<file path="config.mk">
export PLATFORM = sky130hd
export DESIGN_NAME = adc_conv_ctrl
export DESIGN_NICKNAME = d
export VERILOG_FILES = /design/src/rtl/adc_ctrl_pkg.sv /design/src/rtl/adc_start_detect.sv /design/src/rtl/adc_conv_seq.sv /design/src/rtl/adc_irq.sv /design/src/rtl/adc_conv_ctrl.sv
export SDC_FILE = /design/constraint.sdc
export NUM_CORES = 1
export LEC_CHECK = 0
export BUFFER_PORTS_ARGS = -buffer_cell sky130_fd_sc_hd__buf_2
export CAP_MARGIN = 20
export CORE_MARGIN = 5
export CORE_UTILIZATION = 45
export DETAILED_ROUTE_END_ITERATION = 16
export PLACE_DENSITY = 0.81
export RECOVER_POWER = 100
export SYNTH_ARGS = -nofsm -noshare
export SYNTH_HDL_FRONTEND = slang
export SYNTH_HIERARCHICAL = 1
export SYNTH_SLANG_ARGS = --single-unit
</file>
<file path="constraint.sdc">
create_clock -name clk -period 1.7 [get_ports clk]
set_clock_uncertainty 0.2 [all_clocks]
set_input_delay 0.34 -clock clk [delete_from_list [all_inputs] [get_ports clk]]
set_output_delay 0.34 -clock clk [all_outputs]
set_load 0.02 [all_outputs]
</file>
<file path="src/rtl/adc_ctrl_pkg.sv">
package adc_ctrl_pkg;
  localparam int RES_W  = 12;
  localparam int BYTE_W = 8;
  localparam int HI_W   = RES_W - BYTE_W;

  typedef logic [RES_W-1:0] code_t;

  // Arrange the held code for the bus according to the selected read format
  function automatic code_t fmt_read(code_t code, logic byte_mode, logic hi_sel);
    code_t w;
    if (!byte_mode)   w = code;
    else if (hi_sel)  w = {{(RES_W-HI_W){1'b0}}, code[RES_W-1 -: HI_W]};
    else              w = {{(RES_W-BYTE_W){1'b0}}, code[BYTE_W-1:0]};
    return w;
  endfunction
endpackage

</file>
<file path="src/rtl/adc_start_detect.sv">
module adc_start_detect (
  input  logic clk,
  input  logic rst_n,
  input  logic start_n,
  input  logic sel_n,
  input  logic rd_n,
  output logic tmr_rise,
  output logic tmr_blocked,
  output logic cpu_fall,
  output logic strobe_fall
);
  logic start_q, sel_q, strobe_q, strobe_now;

  assign strobe_now = ~sel_n & ~rd_n;

  always_ff @(posedge clk or negedge rst_n) begin
    if (!rst_n) begin
      start_q  <= 1'b1;
      sel_q    <= 1'b1;
      strobe_q <= 1'b0;
    end else begin
      start_q  <= start_n;
      sel_q    <= sel_n;
      strobe_q <= strobe_now;
    end
  end

  // Rising edge of the start line, accepted only with chip-select released
  assign tmr_rise    = start_n & ~start_q & sel_n;
  assign tmr_blocked = start_n & ~start_q & ~sel_n;
  // Chip-select falling while start is held low: processor-driven start
  assign cpu_fall    = ~sel_n & sel_q & ~start_n;
  assign strobe_fall = strobe_now & ~strobe_q;
endmodule

</file>
<file path="src/rtl/adc_conv_seq.sv">
module adc_conv_seq #(
  parameter int CONV_CYCLES = 13
) (
  input  logic                       clk,
  input  logic                       rst_n,
  input  logic                       tmr_req,
  input  logic                       cpu_req,
  input  adc_ctrl_pkg::code_t        result_in,
  output logic                       busy,
  output logic                       accept,
  output logic                       done,
  output logic                       mode_cpu,
  output adc_ctrl_pkg::code_t        data_q
);
  localparam int CNT_W = (CONV_CYCLES > 1) ? $clog2(CONV_CYCLES) : 1;
  localparam logic [CNT_W-1:0] LAST = CNT_W'(CONV_CYCLES - 1);

  logic [CNT_W-1:0] cnt;

  assign accept = (tmr_req | cpu_req) & ~busy;
  assign done   = busy & (cnt == LAST);

  always_ff @(posedge clk or negedge rst_n) begin
    if (!rst_n) begin
      busy     <= 1'b0;
      cnt      <= '0;
      mode_cpu <= 1'b0;
      data_q   <= '0;
    end else if (accept) begin
      busy     <= 1'b1;
      cnt      <= '0;
      mode_cpu <= cpu_req;
    end else if (done) begin
      busy     <= 1'b0;
      cnt      <= '0;
      data_q   <= result_in;
    end else if (busy) begin
      cnt      <= cnt + 1'b1;
    end
  end

  AST_CNT_RANGE: assert property (@(posedge clk) disable iff (!rst_n)
    cnt <= LAST);
  AST_DATA_LOCK: assert property (@(posedge clk) disable iff (!rst_n)
    (busy && !done) |=> $stable(data_q));
  AST_START_HOLDS: assert property (@(posedge clk) disable iff (!rst_n)
    accept |=> busy);
  AST_DONE_TRACKS: assert property (@(posedge clk) disable iff (!rst_n)
    done |=> !busy);
endmodule

</file>
<file path="src/rtl/adc_irq.sv">
module adc_irq (
  input  logic clk,
  input  logic rst_n,
  input  logic set_evt,
  input  logic clr_evt,
  output logic pend
);
  always_ff @(posedge clk or negedge rst_n) begin
    if (!rst_n)       pend <= 1'b0;
    else if (set_evt) pend <= 1'b1;
    else if (clr_evt) pend <= 1'b0;
  end

  AST_INT_SET: assert property (@(posedge clk) disable iff (!rst_n)
    set_evt |=> pend);
  AST_INT_CLEAR: assert property (@(posedge clk) disable iff (!rst_n)
    (clr_evt && !set_evt) |=> !pend);
endmodule

</file>
<file path="src/rtl/adc_conv_ctrl.sv">
module adc_conv_ctrl #(
  parameter int CONV_CYCLES = 13
) (
  input  logic        clk,
  input  logic        rst_n,
  input  logic        start_n,
  input  logic        sel_n,
  input  logic        rd_n,
  input  logic        byte_fmt,
  input  logic        byte_hi,
  input  logic [11:0] result_in,
  output logic        status_n,
  output logic        hold,
  output logic [11:0] dout
);
  import adc_ctrl_pkg::*;

  logic  tmr_rise, tmr_blocked, cpu_fall, strobe_fall;
  logic  busy, accept, done, mode_cpu, irq_pend, rd_active;
  code_t data_q;

  adc_start_detect u_det (
    .clk(clk), .rst_n(rst_n), .start_n(start_n), .sel_n(sel_n), .rd_n(rd_n),
    .tmr_rise(tmr_rise), .tmr_blocked(tmr_blocked), .cpu_fall(cpu_fall),
    .strobe_fall(strobe_fall)
  );

  adc_conv_seq #(.CONV_CYCLES(CONV_CYCLES)) u_seq (
    .clk(clk), .rst_n(rst_n), .tmr_req(tmr_rise), .cpu_req(cpu_fall),
    .result_in(result_in), .busy(busy), .accept(accept), .done(done),
    .mode_cpu(mode_cpu), .data_q(data_q)
  );

  adc_irq u_irq (
    .clk(clk), .rst_n(rst_n), .set_evt(done & ~mode_cpu),
    .clr_evt(strobe_fall), .pend(irq_pend)
  );

  assign rd_active = ~sel_n & ~rd_n;
  assign hold      = busy;
  assign status_n  = mode_cpu ? ~busy : ~irq_pend;
  assign dout      = rd_active ? fmt_read(data_q, byte_fmt, byte_hi) : '0;

  AST_BLOCKED_START: assert property (@(posedge clk) disable iff (!rst_n)
    (tmr_blocked && !busy) |=> !hold);
  AST_CPU_BUSY: assert property (@(posedge clk) disable iff (!rst_n)
    (cpu_fall && !busy) |=> !status_n);
  AST_HI_NIBBLE_PAD: assert property (@(posedge clk) disable iff (!rst_n)
    (rd_active && byte_fmt && byte_hi) |-> (dout[11:4] == 8'h00));
  AST_IDLE_BUS: assert property (@(posedge clk) disable iff (!rst_n)
    !rd_active |-> (dout == 12'h000));
endmodule

</file>
==> results of run 1 <==
[cell type report]
class | instances | area, um2 | area share [%]
clock buffers | 4 | 36.28 | 2.524
multi-input cells | 65 | 524.3 | 36.47
inverters | 7 | 26.28 | 1.828
repair buffers | 43 | 259.0 | 18.02
well taps | 30 | 37.54 | 2.611
flip-flops and latches | 22 | 554.3 | 38.56
[flip-flops by register name, indices dropped and copies added (netlist names)]
name / count
u_seq/mode_cpu: 1
u_seq/busy: 1
u_seq/cnt: 4
u_det/strobe_q: 1
u_det/start_q: 1
u_seq/data_q: 12
u_irq/pend: 1
u_det/sel_q: 1
[per-stage QoR]
stage               cell area, um2  util (%)  hold slack [ns]
floorplan                     1130         -          -0.1556
global placement              1304     53.60           0.1177
detailed placement            1304     53.60           0.1349
CTS                           1426     58.64          0.04727
global route                  1438     59.10          0.03052
finish                        1438     59.10          0.05290
[timing repair]
item	in CTS	in global routing
hold buffers	3	0
setup endpoints to repair	17	8
endpoints found under the hold margin	22	0
pin swaps	4	1
resized for setup	5	4
setup buffers	4	2
[where the power goes]
| part | total, mW | internal (mW) | switching (mW) |
|---|---|---|---|
| logic | 0.935 | 0.517 | 0.418 |
| clock network | 0.288 | 0.131 | 0.157 |
| registers | 0.937 | 0.759 | 0.178 |
[cell usage in the layout, fill, tap and decap left out, drive strengths merged, types with 4 or more instances in the layout]
cell,instances
dfrtp,20
a21bo,4
nor2,4
clkbuf,9
mux2,12
a21oi,5
inv,7
and2,4
nand2,8
o21ai,4
nand3,4
buf,35
and3,4
[worst min-delay path by stage]
stage,to,cells past startpoint
floorplan,u_det/strobe_q,0
global placement,u_det/strobe_q,1
detailed placement,u_det/strobe_q,1
CTS,u_det/strobe_q,2
global route,u_seq/data_q[10],2
finish,u_seq/data_q[10],2
[worst register-to-register path, cell delays in order (launching register included)]
cell and delay (ns):
dfrtp_1 0.44, inv_1 0.09, ha_1 0.24, nand4_4 0.11, buf_6 0.17, mux2_1 0.31
[metal layers]
layer | part of all wire (%) | vias up | global-route usage (%) | wire, um
met2 | 46 | 32 | 23.77 | 1133
li1 | - | 425 | - | -
met1 | 44 | 397 | 18.68 | 1092
met5 | 0 | - | 0 | 0
met4 | 0.37 | 0 | 3.797 | 9
met3 | 9.0 | 2 | 2.808 | 220
==> flow_summary.toml, run 1 <==
[placement]
hpwl_um = 1713
gp_congestion = 0.8328
port_buffers = 32
dp_slack_ns = -0.04742
placed_cells = 158

[power]
p_total_mw = 2.160
vdd_ir_drop_max_mv = 0.7596
p_per_area_mw_per_mm2 = 1502
p_leak_nw = 0.7497

[setup_path]
start_kind = "flip-flop"
r2r-start = "u_seq/cnt[1]"
crit_end = "dout[0]"
endpoint_kind = "primary output"
cp_slowest_stage_delay_ns = 0.37
r2r_setup_slack_ns = 0.04
rr_worst_depth = 5
path_class = "flip-flop to primary output"
cp-startpoint = "u_seq/data_q[0]"
cpMaxStageDelayCell = "dfrtp_1"
required_ns = 1.16
critPathArrivalTime_ns = 1.17
crit_family = "flip-flops"
r2r_end = "u_seq/data_q[10]"
path_cells = "a21bo_1 -> a21oi_2 -> buf_4"
path_buf_inv = 1
critPathMaxFanout = 2
worst-path-stages = 3

[hold_path]
hp-class = "input port to flip-flop"
min_from = "result_in[10]"

[clock_network]
cts.path.max_buffers = 2
cts.sinks = 22
cts-root-buf = "clkbuf_4"
cts-buffers-inserted = 3
clkSlewWorstSetupHoldPaths_ns = 0.12
htreeDepth = 1
cts_tree = "built"
clk_latency_ns = 0.30

[detailed_routing]
wl_per_cell_um = 14.36
finalWirelength_um = 2456
viasPerCell = 5.006
drcViolationCount = 0
drt-initial-drc-count = 22
drt-pass1-iter-count = 4
vias = 856
drt.antenna.violating_nets = 0

[sta]
finalMaxSlewViolations = 0
final.period_utilization_pct = 100.4
hold_viol = 0
maxSlewHeadroom_pct = 64.32
layout_setup_ws_ns = -0.007174
tightest_slew_ns = 0.5352
setup_violations = 2
fmax_ghz = 0.5858
setup_tns_ns = -0.01296
fin_crit_ns = 1.707
grt_setup_unrepaired = "yes"

[floorplan]
die_w_um = 60.11
initial_core_util_pct = 46.45
num_rows = 18
ioPinCount = 33
die_h_um = 60.11
die-area_mm2 = 0.003613
core_mm2 = 0.002432

[final_layout]
antennaDiodeCount = 0
fin_cells = 171
layout-drive-gt1-share_pct = 43.97
nets = 163
fillers = 202
syn2layout_area_growth_pct = 27.24

[grt]
grt_pass1_wl_um = 3836
antenna_found_initial = 0
grt_pass1_vias = 866
grt_overflow = 0
track_usage_pct = 14.23
grt_max_degree = 23

[yosys]
synthCells = 98
synth.avg_cell_area_um2 = 11.53
syn_nets = 119
synth_area_mm2 = 0.001130
synth_warnings = 6

[status]
status = "finished, violations left"
violations = "negative setup slack"

[flow_run]
max_cap_violations = 0
Power figures use the tool's default switching activity.
==> run 2: changes to the inputs <==
--- a/config.mk
+++ b/config.mk
@@ -8,9 +8,9 @@
 export BUFFER_PORTS_ARGS = -buffer_cell sky130_fd_sc_hd__buf_2
 export CAP_MARGIN = 20
 export CORE_MARGIN = 5
-export CORE_UTILIZATION = 45
+export CORE_UTILIZATION = 54
 export DETAILED_ROUTE_END_ITERATION = 16
-export PLACE_DENSITY = 0.81
+export PLACE_DENSITY = 0.9
 export RECOVER_POWER = 100
 export SYNTH_ARGS = -nofsm -noshare
 export SYNTH_HDL_FRONTEND = slang
==> constraint.sdc (replaced) <==
create_clock -name clk -period 2 [get_ports clk]
set_clock_uncertainty 0.2 [all_clocks]
set_input_delay 0.4 -clock clk [delete_from_list [all_inputs] [get_ports clk]]
set_output_delay 0.4 -clock clk [all_outputs]
set_load 0.02 [all_outputs]
==> run 2 against run 1 <==
Net effect: the run now ends clean; non-clock buffer count decreased by 9; sequential share of layout area is 3.6 points higher; clock-buffer cell count is 1 lower; via count decreased by 2.7%; wire length fell by 10%; worst setup slack improved by 0.12 ns; flip-flop and latch count stayed put; die area shrank 14%; total power down 20%; register-to-register slack better by 0.21 ns; combinational power is 37% lower; largest cell class unchanged; highest routed layer unchanged.
==> flow_summary.toml, run 2 (synthesis results as in run 1) <==
[sta]
fin_crit_ns = 1.889
setup_tns_ns = 0
grt_setup_unrepaired = "no"
final.period_utilization_pct = 94.47
setup_violations = 0
fmax_ghz = 0.5293
tightest_slew_ns = 1.129
whs_ns = 0.08756
hold_viol = 0
layout_setup_ws_ns = 0.1106
maxSlewHeadroom_pct = 24.71
finalMaxSlewViolations = 0

[floorplan]
initial_core_util_pct = 57.01
die_w_um = 55.74
die_h_um = 55.74
die-area_mm2 = 0.003107
num_rows = 16
ioPinCount = 33
core_mm2 = 0.001982

[grt]
grt_pass1_wl_um = 3698
grt_max_degree = 23
track_usage_pct = 14.96
grt_overflow = 0
grt_pass1_vias = 860
antenna_found_initial = 0

[clock_network]
cts.sinks = 22
cts_tree = "built"
cts_setup_buffers = 0
postCtsHoldBufs = 2
clkSlewWorstSetupHoldPaths_ns = 0.13
clk_latency_ns = 0.31
cts-buffers-inserted = 3
cts-root-buf = "clkbuf_4"
cts_resized = 0
htreeDepth = 1
cts.path.max_buffers = 2

[final_layout]
syn2layout_area_growth_pct = 16.17
fin_util_pct = 66.22
fillers = 173
reg.largest.list = "u_seq/data_q (12), u_seq/cnt (4)"
nets = 154
layout-drive-gt1-share_pct = 26.52
largest_reg_flops = 12
final_cell_mix = "buf_2, dfrtp_1, nand2_1, clkbuf_1, mux2_1"
antennaDiodeCount = 0
largest_register = "u_seq/data_q"

[setup_path]
required_ns = 1.40
critPathMaxFanout = 8
rr_worst_depth = 4
r2r_setup_slack_ns = 0.25
start_kind = "input port"
r2r-start = "u_seq/cnt[0]"
path_class = "input port to primary output"
critPathArrivalTime_ns = 1.29
endpoint_kind = "primary output"
r2r_end = "u_seq/data_q[4]"

[detailed_routing]
wl_per_cell_um = 13.90
finalWirelength_um = 2210
drt-pass1-iter-count = 4
drcViolationCount = 0
viasPerCell = 5.239
drt.antenna.violating_nets = 0
vias = 833
drt-initial-drc-count = 16

[power]
p_leak_nw = 0.6475
vdd_ir_drop_max_mv = 0.9322
p_per_area_mw_per_mm2 = 1319

[hold_path]
hp-class = "input port to flip-flop"
min_from = "result_in[2]"
hold_path_end = "u_seq/data_q[2]"
hold_depth = 2

[placement]
port_buffers = 32
gp_congestion = 0.8581
hpwl_um = 1703
dp_slack_ns = 0.2277

[status]
status = "completed"

[flow_run]
max_cap_violations = 0
-- run 2: changes by cell type in the layout (fill, tap and decap cells not counted), sizes merged --
| cell | change |
|---|---|
| buf | -15 |
| clkbuf | +6 |
| bufinv | +1 |
| dlygate4sd3 | -1 |
-- run 2: worst max-delay path, cell delays in order --
cell and delay [ns]:
clkbuf_1 0.18, nor3_1 0.38, and2_1 0.18, buf_2 0.16
-- run 2: final cells by class --
| cell class | instances | area [um2] | area share [%] |
|---|---|---|---|
| Timing Repair Buffer | 34 | 170.2 | 12.96 |
| Sequential cell | 22 | 553.0 | 42.14 |
| Multi-Input combinational cell | 65 | 476.7 | 36.32 |
| Tap cell | 27 | 33.78 | 2.574 |
| Clock buffer | 3 | 22.52 | 1.716 |
| Inverter | 7 | 26.28 | 2.002 |
| Clock inverter | 1 | 30.03 | 2.288 |
-- run 2: metrics by stage --
| stage | instance area, um2 | power [mW] | instances |
|---|---|---|---|
| after floorplan | 1130 | 1.308 | 98 |
| after detailed placement | 1285 | 1.483 | 153 |
| after global placement | 1285 | 1.436 | 153 |
| final | 1313 | 1.731 | 159 |
| after global routing | 1313 | 1.859 | 159 |
| after CTS | 1358 | 1.822 | 159 |
-- run 2: worst max path at each step --
stage	startpoint	to	slack, ns
after floorplan	byte_hi	dout[0]	0.34
after global placement	u_seq/cnt[0]	u_seq/data_q[2]	0.30
after global routing	u_seq/busy	status_n	0.02
after CTS	u_seq/busy	status_n	0.13
after detailed placement	sel_n	dout[1]	0.23
final	sel_n	dout[9]	0.11
-- run 2: metal layers --
metal  vias up  global-route usage, %  wire length (um)
met5         -                      0                 0
met4         0                  6.250                25
met1       387                  17.52               940
met2        38                  25.68              1057
li1        406                      -                 -
met3         2                  3.944               186
-- run 2: power breakdown --
part | switching (mW) | internal [mW] | total (mW) | leakage [nW]
registers | 0.167 | 0.643 | 0.810 | 0.258
clock network | 0.134 | 0.203 | 0.337 | 0.0279
logic | 0.304 | 0.281 | 0.585 | 0.362
